[config.mk]
export PLATFORM = sky130hd
export DESIGN_NAME = aot_gate_sequencer
export DESIGN_NICKNAME = d
export VERILOG_FILES = /design/src/rtl/aot_seq_pkg.sv /design/src/rtl/aot_ontime_div.sv /design/src/rtl/aot_prebias_ramp.sv /design/src/rtl/aot_gate_fsm.sv /design/src/rtl/aot_gate_sequencer.sv
export SDC_FILE = /design/constraint.sdc
export NUM_CORES = 1
export LEC_CHECK = 0
export BUFFER_PORTS_ARGS = -buffer_cell sky130_fd_sc_hd__buf_4
export CORE_MARGIN = 2
export CORE_UTILIZATION = 40
export DETAILED_ROUTE_END_ITERATION = 12
export PLACE_DENSITY = 0.68
export SLEW_MARGIN = 20
export SYNTH_ARGS = -nofsm -noshare
export SYNTH_HDL_FRONTEND = slang
export SYNTH_SLANG_ARGS = --single-unit
[constraint.sdc]
create_clock -name clk -period 2.55 [get_ports clk]
set_input_delay 0.3825 -clock clk [delete_from_list [all_inputs] [get_ports clk]]
set_output_delay 0.3825 -clock clk [all_outputs]
set_load 0.05 [all_outputs]
[src/rtl/aot_seq_pkg.sv]
package aot_seq_pkg;

  typedef enum logic [2:0] {
    GS_STOP = 3'd0,
    GS_HIGH = 3'd1,
    GS_DEAD = 3'd2,
    GS_LOW  = 3'd3,
    GS_WAIT = 3'd4
  } gate_state_e;

endpackage

[src/rtl/aot_ontime_div.sv]
module aot_ontime_div #(
  parameter int CODE_W     = 10,
  parameter int PERIOD_CYC = 286,
  parameter int PW         = 9
) (
  input  logic              clk,
  input  logic              rst_n,
  input  logic [CODE_W-1:0] vin_code,
  input  logic [CODE_W-1:0] vout_code,
  output logic [PW-1:0]     ton_cyc
);

  localparam int NW = PW + CODE_W + 2;
  localparam int DW = CODE_W + 1;
  localparam int SW = $clog2(NW + 1);

  logic [SW-1:0] step_q;
  logic [NW-1:0] num_q;
  logic [DW-1:0] den_q;
  logic [DW-1:0] rem_q;
  logic [NW-1:0] quo_q;
  logic [PW-1:0] ton_q;

  logic [NW-1:0] num_w;
  logic [DW:0]   trial;
  logic [DW:0]   trial_sub;
  logic          fits;
  logic [DW-1:0] rem_nxt;
  logic [NW-1:0] quo_nxt;
  logic [PW-1:0] ton_clamped;

  // rounded ratio: (2*P*vout + vin) / (2*vin)
  assign num_w = ((NW'(PERIOD_CYC) * NW'(vout_code)) << 1) + NW'(vin_code);

  always_comb begin
    trial     = {rem_q, num_q[NW-1]};
    trial_sub = trial - {1'b0, den_q};
    fits      = (trial >= {1'b0, den_q});
    rem_nxt   = fits ? trial_sub[DW-1:0] : trial[DW-1:0];
    quo_nxt   = {quo_q[NW-2:0], fits};
    if (quo_nxt > NW'(PERIOD_CYC))
      ton_clamped = PW'(PERIOD_CYC);
    else if (quo_nxt == '0)
      ton_clamped = PW'(1);
    else
      ton_clamped = quo_nxt[PW-1:0];
  end

  always_ff @(posedge clk or negedge rst_n) begin
    if (!rst_n) begin
      step_q <= '0;
      num_q  <= '0;
      den_q  <= '0;
      rem_q  <= '0;
      quo_q  <= '0;
      ton_q  <= PW'(1);
    end else if (step_q == '0) begin
      num_q  <= num_w;
      den_q  <= {vin_code, 1'b0};
      rem_q  <= '0;
      quo_q  <= '0;
      step_q <= SW'(1);
    end else begin
      num_q <= num_q << 1;
      rem_q <= rem_nxt;
      quo_q <= quo_nxt;
      if (step_q == SW'(NW)) begin
        step_q <= '0;
        ton_q  <= ton_clamped;
      end else begin
        step_q <= step_q + SW'(1);
      end
    end
  end

  assign ton_cyc = ton_q;

  assert_ton_range_R3: assert property (@(posedge clk) disable iff (!rst_n)
    (ton_q >= PW'(1)) && (ton_q <= PW'(PERIOD_CYC)));

endmodule

[src/rtl/aot_prebias_ramp.sv]
module aot_prebias_ramp #(
  parameter int PERIOD_CYC = 286,
  parameter int RAMP_INIT  = 4,
  parameter int RAMP_STEP  = 16,
  parameter int CW         = 10
) (
  input  logic          clk,
  input  logic          rst_n,
  input  logic          halt,
  input  logic          ss_above_fb,
  input  logic          ls_done,
  output logic          ls_permit,
  output logic          ramp_on,
  output logic [CW-1:0] ls_limit
);

  logic          act_q;
  logic          go_q;
  logic [CW-1:0] lim_q;
  logic [CW-1:0] lim_nxt;

  assign lim_nxt = lim_q + CW'(RAMP_STEP);

  always_ff @(posedge clk or negedge rst_n) begin
    if (!rst_n) begin
      act_q <= 1'b1;
      go_q  <= 1'b0;
      lim_q <= CW'(RAMP_INIT);
    end else if (halt) begin
      act_q <= 1'b1;
      go_q  <= 1'b0;
      lim_q <= CW'(RAMP_INIT);
    end else begin
      go_q <= go_q | ss_above_fb;
      if (ls_done && act_q && go_q) begin
        lim_q <= lim_nxt;
        if (lim_nxt >= CW'(PERIOD_CYC))
          act_q <= 1'b0;
      end
    end
  end

  assign ls_permit = !act_q || go_q;
  assign ramp_on   = act_q;
  assign ls_limit  = lim_q;

  // the ramp always begins at its narrowest pulse
  assert_ramp_start_R9: assert property (@(posedge clk) disable iff (!rst_n)
    $rose(go_q) |-> (lim_q == CW'(RAMP_INIT)));

  // after a halt the ramp is back in its hold state
  assert_ramp_reset_R10: assert property (@(posedge clk) disable iff (!rst_n)
    $past(halt) |-> (act_q && !go_q));

endmodule

[src/rtl/aot_gate_fsm.sv]
module aot_gate_fsm
  import aot_seq_pkg::*;
#(
  parameter int MIN_OFF_CYC = 44,
  parameter int DEAD_CYC    = 3,
  parameter int PW          = 9,
  parameter int CW          = 10
) (
  input  logic          clk,
  input  logic          rst_n,
  input  logic          halt,
  input  logic          fb_low,
  input  logic          ocp_valley,
  input  logic          zero_cross,
  input  logic [PW-1:0] ton_cyc,
  input  logic          ls_permit,
  input  logic          ramp_on,
  input  logic [CW-1:0] ls_limit,
  output logic          hs_on,
  output logic          ls_on,
  output logic          ls_done
);

  localparam int OW = $clog2(MIN_OFF_CYC + 1);
  localparam logic [OW-1:0] OFF_SAT  = OW'(MIN_OFF_CYC - 1);
  localparam logic [CW-1:0] DEAD_END = CW'(DEAD_CYC - 1);

  gate_state_e   st_q, st_d;
  logic [CW-1:0] cnt_q;
  logic [OW-1:0] off_q;
  logic [PW-1:0] ton_q, ton_d;
  logic [CW:0]   cnt_p1;
  logic          trig;

  assign cnt_p1 = {1'b0, cnt_q} + (CW+1)'(1);
  assign trig   = fb_low && (off_q >= OFF_SAT);

  always_comb begin
    st_d  = st_q;
    ton_d = ton_q;
    if (halt) begin
      st_d = GS_STOP;
    end else begin
      case (st_q)
        GS_STOP: st_d = GS_WAIT;
        GS_HIGH: if (cnt_p1 == (CW+1)'(ton_q)) st_d = GS_DEAD;
        GS_DEAD: if (cnt_q == DEAD_END) st_d = ls_permit ? GS_LOW : GS_WAIT;
        GS_LOW: begin
          if (!ocp_valley &&
              (trig || zero_cross || (ramp_on && (cnt_p1 >= (CW+1)'(ls_limit)))))
            st_d = GS_WAIT;
        end
        GS_WAIT: begin
          if (trig && (cnt_q >= DEAD_END)) begin
            st_d  = GS_HIGH;
            ton_d = ton_cyc;
          end
        end
        default: st_d = GS_STOP;
      endcase
    end
  end

  always_ff @(posedge clk or negedge rst_n) begin
    if (!rst_n) begin
      st_q  <= GS_STOP;
      cnt_q <= '0;
      off_q <= OFF_SAT;
      ton_q <= PW'(1);
    end else begin
      st_q  <= st_d;
      ton_q <= ton_d;
      if (st_d != st_q)
        cnt_q <= '0;
      else if (cnt_q != '1)
        cnt_q <= cnt_q + CW'(1);
      if (st_q == GS_HIGH)
        off_q <= '0;
      else if (off_q < OFF_SAT)
        off_q <= off_q + OW'(1);
    end
  end

  assign hs_on   = (st_q == GS_HIGH);
  assign ls_on   = (st_q == GS_LOW);
  assign ls_done = (st_q == GS_LOW) && (st_d != GS_LOW) && !halt;

  // checker state: run of cycles with the high side low
  logic [OW:0] lo_run_q;
  always_ff @(posedge clk or negedge rst_n) begin
    if (!rst_n)
      lo_run_q <= (OW+1)'(MIN_OFF_CYC);
    else if (hs_on)
      lo_run_q <= '0;
    else if (lo_run_q < (OW+1)'(MIN_OFF_CYC))
      lo_run_q <= lo_run_q + (OW+1)'(1);
  end

  assert_no_shoot_R2: assert property (@(posedge clk) disable iff (!rst_n)
    !(hs_on && ls_on));

  assert_dead_lh_R2: assert property (@(posedge clk) disable iff (!rst_n)
    $rose(hs_on) |-> $past(!ls_on));

  assert_dead_hl_R2: assert property (@(posedge clk) disable iff (!rst_n)
    $rose(ls_on) |-> $past(!hs_on));

  assert_min_off_R4: assert property (@(posedge clk) disable iff (!rst_n)
    $rose(hs_on) |-> (lo_run_q >= (OW+1)'(MIN_OFF_CYC)));

  assert_valley_hold_R6: assert property (@(posedge clk) disable iff (!rst_n)
    (ls_on && ocp_valley && !halt) |=> ls_on);

  assert_zero_cut_R7: assert property (@(posedge clk) disable iff (!rst_n)
    (ls_on && zero_cross && !ocp_valley) |=> !ls_on);

  assert_halt_off_R10: assert property (@(posedge clk) disable iff (!rst_n)
    $past(halt) |-> (!hs_on && !ls_on));

endmodule

[src/rtl/aot_gate_sequencer.sv]
module aot_gate_sequencer #(
  parameter int CODE_W      = 10,
  parameter int PERIOD_CYC  = 286,
  parameter int MIN_OFF_CYC = 44,
  parameter int DEAD_CYC    = 3,
  parameter int RAMP_INIT   = 4,
  parameter int RAMP_STEP   = 16
) (
  input  logic              clk,
  input  logic              rst_n,
  input  logic              en,
  input  logic              force_off,
  input  logic              fb_low,
  input  logic              ocp_valley,
  input  logic              zero_cross,
  input  logic              ss_above_fb,
  input  logic [CODE_W-1:0] vin_code,
  input  logic [CODE_W-1:0] vout_code,
  output logic              hs_on,
  output logic              ls_on
);

  localparam int PW = $clog2(PERIOD_CYC + 1);
  localparam int CW = $clog2(PERIOD_CYC + RAMP_STEP + 1) + 1;

  logic          halt;
  logic [PW-1:0] ton_cyc;
  logic          ls_permit;
  logic          ramp_on;
  logic [CW-1:0] ls_limit;
  logic          ls_done;

  assign halt = !en || force_off;

  aot_ontime_div #(
    .CODE_W     (CODE_W),
    .PERIOD_CYC (PERIOD_CYC),
    .PW         (PW)
  ) u_div (
    .clk       (clk),
    .rst_n     (rst_n),
    .vin_code  (vin_code),
    .vout_code (vout_code),
    .ton_cyc   (ton_cyc)
  );

  aot_prebias_ramp #(
    .PERIOD_CYC (PERIOD_CYC),
    .RAMP_INIT  (RAMP_INIT),
    .RAMP_STEP  (RAMP_STEP),
    .CW         (CW)
  ) u_ramp (
    .clk         (clk),
    .rst_n       (rst_n),
    .halt        (halt),
    .ss_above_fb (ss_above_fb),
    .ls_done     (ls_done),
    .ls_permit   (ls_permit),
    .ramp_on     (ramp_on),
    .ls_limit    (ls_limit)
  );

  aot_gate_fsm #(
    .MIN_OFF_CYC (MIN_OFF_CYC),
    .DEAD_CYC    (DEAD_CYC),
    .PW          (PW),
    .CW          (CW)
  ) u_fsm (
    .clk        (clk),
    .rst_n      (rst_n),
    .halt       (halt),
    .fb_low     (fb_low),
    .ocp_valley (ocp_valley),
    .zero_cross (zero_cross),
    .ton_cyc    (ton_cyc),
    .ls_permit  (ls_permit),
    .ramp_on    (ramp_on),
    .ls_limit   (ls_limit),
    .hs_on      (hs_on),
    .ls_on      (ls_on),
    .ls_done    (ls_done)
  );

  // no low-side pulse while the pre-bias hold is active
  assert_prebias_hold_R8: assert property (@(posedge clk) disable iff (!rst_n)
    ls_on |-> ls_permit);

  // disabled means quiet
  assert_disabled_quiet_R1: assert property (@(posedge clk) disable iff (!rst_n)
    ($past(!en) && !en) |-> (!hs_on && !ls_on));

endmodule

### Word level (Yosys, flattened, before mapping)

Index checks and enable logic that the tools add are counted.
W data, S select, Z words.

* register bits after elaboration: 116
* input port bits: 28
* output and inout bits: 2
* word-level logic and storage cells: 92

* add/subtract/negate cells: 7
* $mul: 1
* magnitude comparators: 7
* equal/unequal tests: 10
* multiplexer cells: 25
* bitwise gates (word level): 3
* reductions and logical operators: 26

Operator list (number)
* $mux W10: 4
* $mux W11: 2
* $add A20 B10 Y21: 1
* $gt A21 B9 Y1 const B: 1
* $logic_not A21 Y1: 1
* $mux W21: 1
* $mux W20: 1
* $mul A8 B10 Y18 const A: 1
* $mux W3: 6
* $mux W9: 2
* $pmux W3 S5: 1
* $ge A12 B11 Y1: 1
* $mux W6: 2
* $add A10 B1 Y11 const B: 1
* $eq A11 B9 Y1: 1
* $ge A11 B10 Y1: 1
* $sub A11 B11 Y11: 1
* $add A10 B1 Y10 const B: 1
* $add A10 B5 Y10 const B: 1
* $eq A10 B2 Y1 const B: 1
* $ge A10 B2 Y1 const B: 1
* $ge A10 B9 Y1 const B: 1
* $mux W5: 2
* $ne A10 B10 Y1 const B: 1
* other kinds (21): 43

### Logic depth before layout (Yosys ltp)

Gate-level depths: netlist of the first run.

* depth after elaboration: 15
* depth in mapped cells: 18
* gate-level depth less buffers: 18

### By module

Synthesis of the first run repeated with hierarchy kept, for this count alone.

* cells, all modules: 841
* area, all modules: 7988.9 µm²

By module, submodules not included
* aot_ontime_div: times used 1, cells each 553, area each 5326.4 µm², seq. area each 1903.1 µm²
* aot_gate_fsm: times used 1, cells each 230, area each 2130.8 µm², seq. area each 706.9 µm²
* aot_prebias_ramp: times used 1, cells each 57, area each 525.5 µm², seq. area each 227.7 µm²
* aot_gate_sequencer: times used 1, cells each 1, area each 6.3 µm², seq. area each 0.0 µm²

### Least setup slack after synthesis of the first run

OpenSTA, ideal clock, no wires.

* kind: input to register
* start: input port vout_code[0]
* end: register u_div.num_q[19]
* library setup time: 0.136 ns
* arrival: 4.111 ns
* required time: 2.414 ns
* setup slack: -1.697 ns
* stages on the path: 16
* path buffers: 0
* cells stage by stage: ha_1 -> fa_1 -> ha_1 -> inv_1 -> fa_1 -> inv_1 -> fa_1 -> a21o_1 -> a211oi_1 -> a21oi_1 -> ha_1 -> or3_1 -> o211ai_1 -> nor3_1 -> a221oi_1 -> o21ai_0

* word-level cells in the longest chain between the ends: 3

Ends and longest elaborated chain
* start: declaration: RTL line aot_gate_sequencer.sv:18 `input logic [CODE_W-1:0] vout_code,`
* $mul A8 B10 Y18: RTL line aot_ontime_div.sv:33 `assign num_w = ((NW'(PERIOD_CYC) * NW'(vout_code)) << 1) + NW'(vin_code);`
* $add A20 B10 Y21: RTL line aot_ontime_div.sv:33
* $mux W21: RTL line aot_ontime_div.sv:57 `end else if (step_q == '0) begin`
* end signal: assignment: RTL line aot_ontime_div.sv:58 `num_q <= num_w;`
* end signal: assignment: RTL line aot_ontime_div.sv:64 `num_q <= num_q << 1;`
* end: declaration: RTL line aot_ontime_div.sv:18 `logic [NW-1:0] num_q;`

No other way between the ends.
A chain may end at the register's enable or synchronous reset.

### Worst setup path after layout of the first run

* start: input port vout_code[1]
* end: register u_div.num_q[14]

The elaborated chain is that of the path after synthesis.

==> impl_metrics.ini, run 1 <==
[worst_setup_path]
critPathCaptureType = flip-flop
reg2reg_depth = 11
required_ns = 2.84
cp-start-kind = primary input
path_max_fanout = 3
reg2reg_to = u_fsm.cnt_q[1]$_DFFE_PN0P_
worst_r2r_startpoint = u_fsm.cnt_q[4]$_DFFE_PN0P_
rrSetupSlack_ns = -0.25
arrival_ns = 4.16
path_class = primary input to flip-flop

[cells_and_area]
layout_common_cells = 167 x buf_4, 100 x dfrtp_1, 78 x inv_1
final_common_cell = buf_4
nNetsFinal = 1149
syn2layout_area_growth_pct = 41.3
layout-drive-gt1-share_pct = 35.1
multi_input_area_um2 = 5310
fin_area_um2 = 11000
nFillCells = 1628
diodes = 0
regArea_um2 = 2840

[yosys]
syn_area_per_cell_um2 = 9.41
ys_ff_latch = 113
synthTopCellsByArea = dfrtp_1 34%, ha_1 12%, fa_1 5.9%, inv_1 4.1%, nand2_1 3.5%
syn_nets = 953
synth_top_family_by_area = adder cells
yosys_warnings = 0
synth-seq-area-share_pct = 36.4
synth-edff-count = 0
yosysTopAreaCellShare_pct = 33.7
synthMuxAreaShare_pct = 2.60
ys.flop_type = dfrtp_1
yosysUniqueCellTypes = 70
synth_compound_area_share_pct = 14.8
synth_top_cell_by_area = dfrtp_1
postSynthCellCount = 829
syn_area_um2 = 7800
synth_fa_ha_area_share_pct = 17.6
synth-simple-area-share_pct = 17.2
synthXorXnorAreaFrac_pct = 5.96
synthArstFlopShare_pct = 100

[timing]
relSlewSlack_pct = 54.0
tns_ns = -18.13
final-max-slew-violation-count = 0
finalHoldViolations = 0
fin_crit_sh_pct = 152
fmax_mhz = 259
setup_slack_ns = -1.31
fin_skew_ns = 0.0114
finalSetupViolations = 31
worst_pin_slew_ns = 0.687
period_minus_slack_ns = 3.86
rsz0062_at_grt = true

[die]
die_y_um = 144
rows = 51
initial_utilization_pct = 40.4
die-area_um2 = 20600
die_w_um = 144
io-pin-count = 30
core_area_um2 = 19300

[clock_network]
cts.sinks = 113
htreeDepth = 4
clkSlewWorstSetupHoldPaths_ns = 0.06
cts_max_path_buffers = 2
cts_made_buffers = 17
cts_root_buf = clkbuf_16
cts_tree = done
clk_latency_ns = 0.41

[min_path]
hold_path_end = u_div.den_q[5]$_DFFE_PN0N_
worstHoldStart = vin_code[4]
hold_class = primary input to flip-flop
worstHoldPathCells = 3

[placed_design]
post-dp-hpwl_mm = 12.5
port_buffers = 29
gp_congestion = 0.859
place_area_um2 = 9350

[global_routing]
grt_pass1_wl_mm = 30.0
globalRouteOverflowTotal = 0
grt_usage_pct = 18.0
antenna_found_initial = 0
grt_pass1_vias = 6465
grt_max_degree = 39

[detailed_routing]
drcViolationCount = 0
wire_per_inst_um = 14.6
antenna_left = 0
vias = 6573
via_per_inst = 5.05
dr.pass1.iters = 5
totalWireLength_mm = 19.0
drtIter0Drc = 312

[job]
drv_cap = 0

[outcome]
violations = negative setup slack
status = complete, but fails checks

[pwr]
power_leakage_nw = 5.25
p_per_area_nw_per_um2 = 935
peakVddDrop_mv = 0.487
## registers in the layout, summed over array words and instances, names as in the netlist
register         count
u_ramp.ramp_on       1
u_ramp.go_q          1
u_fsm.cnt_q         10
u_fsm.st_q           3
u_div.den_q         10
u_ramp.ls_limit      7
u_div.ton_cyc        9
u_div.rem_q         11
u_fsm.off_q          6
u_div.step_q         5
u_fsm.ton_q          9
u_div.num_q         21
u_div.quo_q         20
## area by class of cell
cell class / count / area share [%]
clock buffers: 18 / 3.89
flip-flops and latches: 113 / 25.8
clock inverters: 13 / 1.26
multi-input cells: 608 / 48.1
well taps: 265 / 3.01
inverters: 87 / 2.98
repair buffers: 198 / 14.9
## how the worst max path moves through the flow
stage | startpoint | to | cells after the start
floorplan | vout_code[0] | u_div.num_q[19]$_DFF_PN0_ | 16
global placement | vout_code[1] | u_div.num_q[18]$_DFF_PN0_ | 16
detailed placement | vout_code[1] | u_div.num_q[18]$_DFF_PN0_ | 16
CTS | vout_code[1] | u_div.num_q[17]$_DFF_PN0_ | 16
global route | vout_code[4] | u_div.num_q[19]$_DFF_PN0_ | 17
finish | vout_code[1] | u_div.num_q[14]$_DFF_PN0_ | 18
## kinds of logic after synthesis
logic type,after synthesis
flip-flops,113
multiplexers,19
adder cells (fa/ha/maj),96
buffers and inverters,110
AO/OA/AOI/OAI,170
XOR/XNOR,50
AND/OR/NAND/NOR,271
## cell usage after synthesis (13+ instances only)
cell type  number
a21o_1         13
a21oi_1        37
clkbuf_1       19
dfrtp_1       105
fa_1           23
ha_1           73
inv_1          86
nand2_1        72
nand3_1        22
nor2_1         64
nor2b_1        31
nor3_1         18
o21ai_0        48
xnor2_1        30
xor2_1         18
## where the power goes
part           internal [mW]  total [mW]  leakage, nW  switching [mW]
Clock                   1.43        2.28        0.276           0.849
Combinational           3.07        5.77         3.54            2.70
Sequential              2.07        2.26         1.43           0.196
Total                   6.57        10.3         5.25            3.75
## through the flow
stage	hold WS (ns)	instances	power, mW	util [%]	worst slack (ns)
floorplan	0.0869	829	4.90	-	-1.35
global placement	0.404	1221	6.41	48.4	-1.67
detailed placement	0.398	1221	6.50	48.4	-1.78
CTS	0.181	1277	9.39	54.2	-1.26
global route	0.189	1302	10.9	57.0	-1.50
finish	0.191	1302	10.3	57.0	-1.31
## routing by layer
layer | GRT usage, % | up-vias | part of all wire [%] | wire length (µm)
met5 | 0 | - | 0 | 0
met1 | 22.3 | 3199 | 44 | 8320
li1 | - | 3262 | - | -
met3 | 3.47 | 11 | 2.6 | 502
met2 | 31.3 | 101 | 53 | 9960
met4 | 6.30 | 0 | 0.95 | 180
## what timing repair did
| action | 4_1_cts | 5_1_grt |
|---|---|---|
| pin swaps | 48 | 49 |
| gates cloned | 2 | 0 |
| setup buffers | 22 | 27 |
| hold buffers | 1 | 0 |
| endpoints found under the hold margin | 28 | 0 |
| gates resized for setup | 76 | 74 |
| endpoints found under the setup margin | 37 | 42 |
## worst max-delay path, cell delays in order
cell,delay (ns)
buf_8,0.10
ha_4,0.15
fa_1,0.43
ha_1,0.30
inv_2,0.04
fa_1,0.49
inv_2,0.05
fa_2,0.38
a21o_1,0.19
a211oi_2,0.30
a21oi_4,0.06
ha_4,0.17
or3_4,0.33
a21o_1,0.20
nand4_1,0.14
nor2_1,0.07
xnor2_1,0.13
mux2_4,0.26
Note: power is estimated with default switching activity, not from simulation.
==> run 2: changes to the inputs <==
--- a/config.mk
+++ b/config.mk
@@ -5,6 +5,7 @@
 export SDC_FILE = /design/constraint.sdc
 export NUM_CORES = 1
 export LEC_CHECK = 0
+export ABC_AREA = 1
 export BUFFER_PORTS_ARGS = -buffer_cell sky130_fd_sc_hd__buf_4
 export CORE_MARGIN = 2
 export CORE_UTILIZATION = 40
@@ -13,4 +14,5 @@
 export SLEW_MARGIN = 20
 export SYNTH_ARGS = -nofsm -noshare
 export SYNTH_HDL_FRONTEND = slang
+export SYNTH_HIERARCHICAL = 1
 export SYNTH_SLANG_ARGS = --single-unit
==> run 2 against run 1 <==
  * The flow still finishes with violations (negative setup slack)
  * Critical path depth grew 3
  * Worst hold slack gained 0.00089 ns
  * Sequential share of layout area shrank 0.87 points
  * Cell count grew 22%
  * First-iteration DRC count grew 37%
  * Combinational power shrank 0.9%
  * Largest cell class unchanged
  * Highest routed layer unchanged
==> impl_metrics.ini, run 2 <==
[pwr]
p_per_area_nw_per_um2 = 904
power_leakage_nw = 5.97
peakVddDrop_mv = 0.495
finalPower_mw = 10.3

[timing]
relSlewSlack_pct = 62.6
period_minus_slack_ns = 3.71
worst_pin_slew_ns = 0.561
finalSetupViolations = 33
finalHoldViolations = 0
fin_skew_ns = 0.0127
setup_slack_ns = -1.16
rsz0062_at_grt = true
fin_crit_sh_pct = 146
fmax_mhz = 269
final-max-slew-violation-count = 0

[worst_setup_path]
critPathCaptureType = flip-flop
path_class = primary input to flip-flop
critPathMaxStageDelay_ns = 0.48
crit_family = adder cells
required_ns = 2.89
cp-start-kind = primary input
path_cells = buf_8 -> ha_4 -> fa_1 -> ha_1 -> inv_1 -> fa_1 -> inv_2 -> fa_2 -> nand3_2 -> nand3_2 -> xor2_1 -> ha_1 -> nand2_2 -> nor2_1 -> nor2_2 -> o21ai_4 -> buf_4 -> buf_4 -> buf_6 -> xnor2_2 -> o21ai_1
path_max_fanout = 3
crit_buf_inv = 6
slowest_stage = fa_1
arrival_ns = 4.05

[yosys]
yosysTopAreaCellShare_pct = 31.5
synth_top_cell_by_area = dfrtp_1
ys_ff_latch = 113
synthArstFlopShare_pct = 100
synthTopCellsByArea = dfrtp_1 31%, nand2_1 12%, ha_1 11%, inv_1 9.7%, fa_1 5.5%
postSynthCellCount = 1120
synth.most_common_cell = nand2_1
yosysUniqueCellTypes = 44
yosys_warnings = 6
synth-edff-count = 0
syn_area_per_cell_um2 = 7.45
synth_common_cells = 263 x nand2_1, 216 x inv_1, 119 x nor2_1
syn_area_um2 = 8350
synth-seq-area-share_pct = 34.0
ys.flop_type = dfrtp_1

[cells_and_area]
final_common_cell = nand2_1
syn2layout_area_growth_pct = 36.5
layout-drive-gt1-share_pct = 31.1
regArea_um2 = 2840
largest_register_ffs = 21
layout_common_cells = 223 x nand2_1, 198 x inv_1, 160 x buf_4
top_regs = u_div/num_q (21), u_div/quo_q (20), u_div/rem_q (11)
nFillCells = 1778
multi_input_area_um2 = 5320
nNetsFinal = 1434
regMostFlops = u_div/num_q
fin_area_um2 = 11400
diodes = 0

[clock_network]
cts_tree = done
clk_latency_ns = 0.41
cts_root_buf = clkbuf_16
cts_max_path_buffers = 2
cts_made_buffers = 17
cts.sinks = 113
clkSlewWorstSetupHoldPaths_ns = 0.06
htreeDepth = 4

[outcome]
status = complete, but fails checks
violations = negative setup slack

[placed_design]
post-dp-hpwl_mm = 13.9
port_buffers = 29
gp_congestion = 0.851
place_area_um2 = 9810

[min_path]
hold_class = primary input to flip-flop

[detailed_routing]
wire_per_inst_um = 12.8
dr.pass1.iters = 5
antenna_left = 0
drcViolationCount = 0
via_per_inst = 4.77
drtIter0Drc = 426
totalWireLength_mm = 20.4
vias = 7590

[die]
rows = 52
io-pin-count = 30
die-area_um2 = 22000
die_y_um = 148
core_area_um2 = 20400
initial_utilization_pct = 41.0
die_w_um = 148

[global_routing]
antenna_found_initial = 0
grt_pass1_vias = 7484
globalRouteOverflowTotal = 0
grt_max_degree = 43
grt_pass1_wl_mm = 33.4
grt_usage_pct = 18.3

[job]
drv_cap = 0
## run 2: changes by cell type in the layout (fill, tap and decap cells not counted), sizes merged, moves of 10 or more
cell	before	now
a211oi	10	0
inv	88	225
nand2	72	282
nor2b	31	0
nand3	22	86
nor2	64	127
a21o	13	1
nand2b	10	0
buf	197	181
xnor2	30	6
## run 2: path summary, 6_finish.rpt
check / cells after the start / slack, ns / from / endpoint
setup reg to reg: 26 / -0.61 / u_fsm/cnt_q[1]$_DFFE_PN0P_ / u_ramp/ls_limit[4]$_DFFE_PN0P_
min in group asynchronous: 2 / 0.51 / rst_n / u_div/den_q[9]$_DFFE_PN0N_
setup / recovery: 21 / -1.16 / vout_code[1] / u_div/num_q[10]$_DFF_PN0_
hold reg to reg: 2 / 0.44 / u_div/num_q[2]$_DFF_PN0_ / u_div/num_q[3]$_DFF_PN0_
hold / removal: 3 / 0.19 / ss_above_fb / u_ramp/go_q$_DFF_PN0_
max in group asynchronous: 3 / 1.34 / rst_n / u_fsm/ton_q[0]$_DFFE_PN1P_
## run 2: cell type report
type	instances	share of cell area, %
timing repair buffer	182	12.9
tap	270	2.96
inverter	223	7.39
multi-input combinational	770	46.6
clock inverter	14	1.36
sequential	113	24.9
clock buffer	18	3.85
## run 2: layer usage
metal	GRT usage [%]	vias up	routed length (µm)
met2	32.8	142	10400
met1	23.3	3551	9140
li1	-	3869	-
met4	5.81	0	337
met5	0	-	0
met3	1.84	28	539
## run 2: cell families (layout without fill, tap and decap cells)
logic type,after synthesis,count (layout),synth area share [%]
adders and majority gates,99,99,16.9
muxes,1,1,0.135
DFF,113,113,34.0
other,1,3,0.0449
xor gates and xnor gates,19,19,1.99
and+or+nand+nor,535,536,28.4
AOI/OAI and AO/OA,112,112,7.22
buffers and inverters,240,437,11.3
## run 2: worst register-to-register path: cells and delay by family, from the launching register on
kind,cells,cell delay [ns]
AO/OA/AOI/OAI,3,0.41
adder cells (fa/ha/maj),2,0.36
buffers and inverters,2,0.21
flip-flops,1,0.43
AND/OR/NAND/NOR,19,1.63
## run 2: stage by stage
stage | std cells | TNS, ns | hold slack (ns) | setup slack [ns] | utilization, %
after floorplan | 1122 | -16.46 | 0.0869 | -1.15 | -
after detailed placement | 1518 | -25.97 | 0.421 | -1.47 | 48.2
final | 1590 | -21.66 | 0.192 | -1.16 | 56.0
after global placement | 1518 | -24.44 | 0.416 | -1.40 | 48.2
after global routing | 1590 | -26.53 | 0.192 | -1.31 | 56.0
after CTS | 1576 | -18.38 | 0.183 | -1.00 | 53.1
## run 2: repair_timing
action / in CTS / in global routing
setup endpoints to repair: 34 / 34
setup buffers: 26 / 23
cloned: 1 / 0
gates resized for setup: 58 / 119
endpoints found under the hold margin: 31 / 0
pin swaps: 26 / 71
hold buffers: 1 / 0
## run 2: power by group
group | internal, mW | total (mW) | switching [mW] | leakage, nW
combinational | 2.66 | 5.72 | 3.06 | 4.29
sequential | 2.07 | 2.21 | 0.139 | 1.40
clock | 1.48 | 2.37 | 0.896 | 0.288
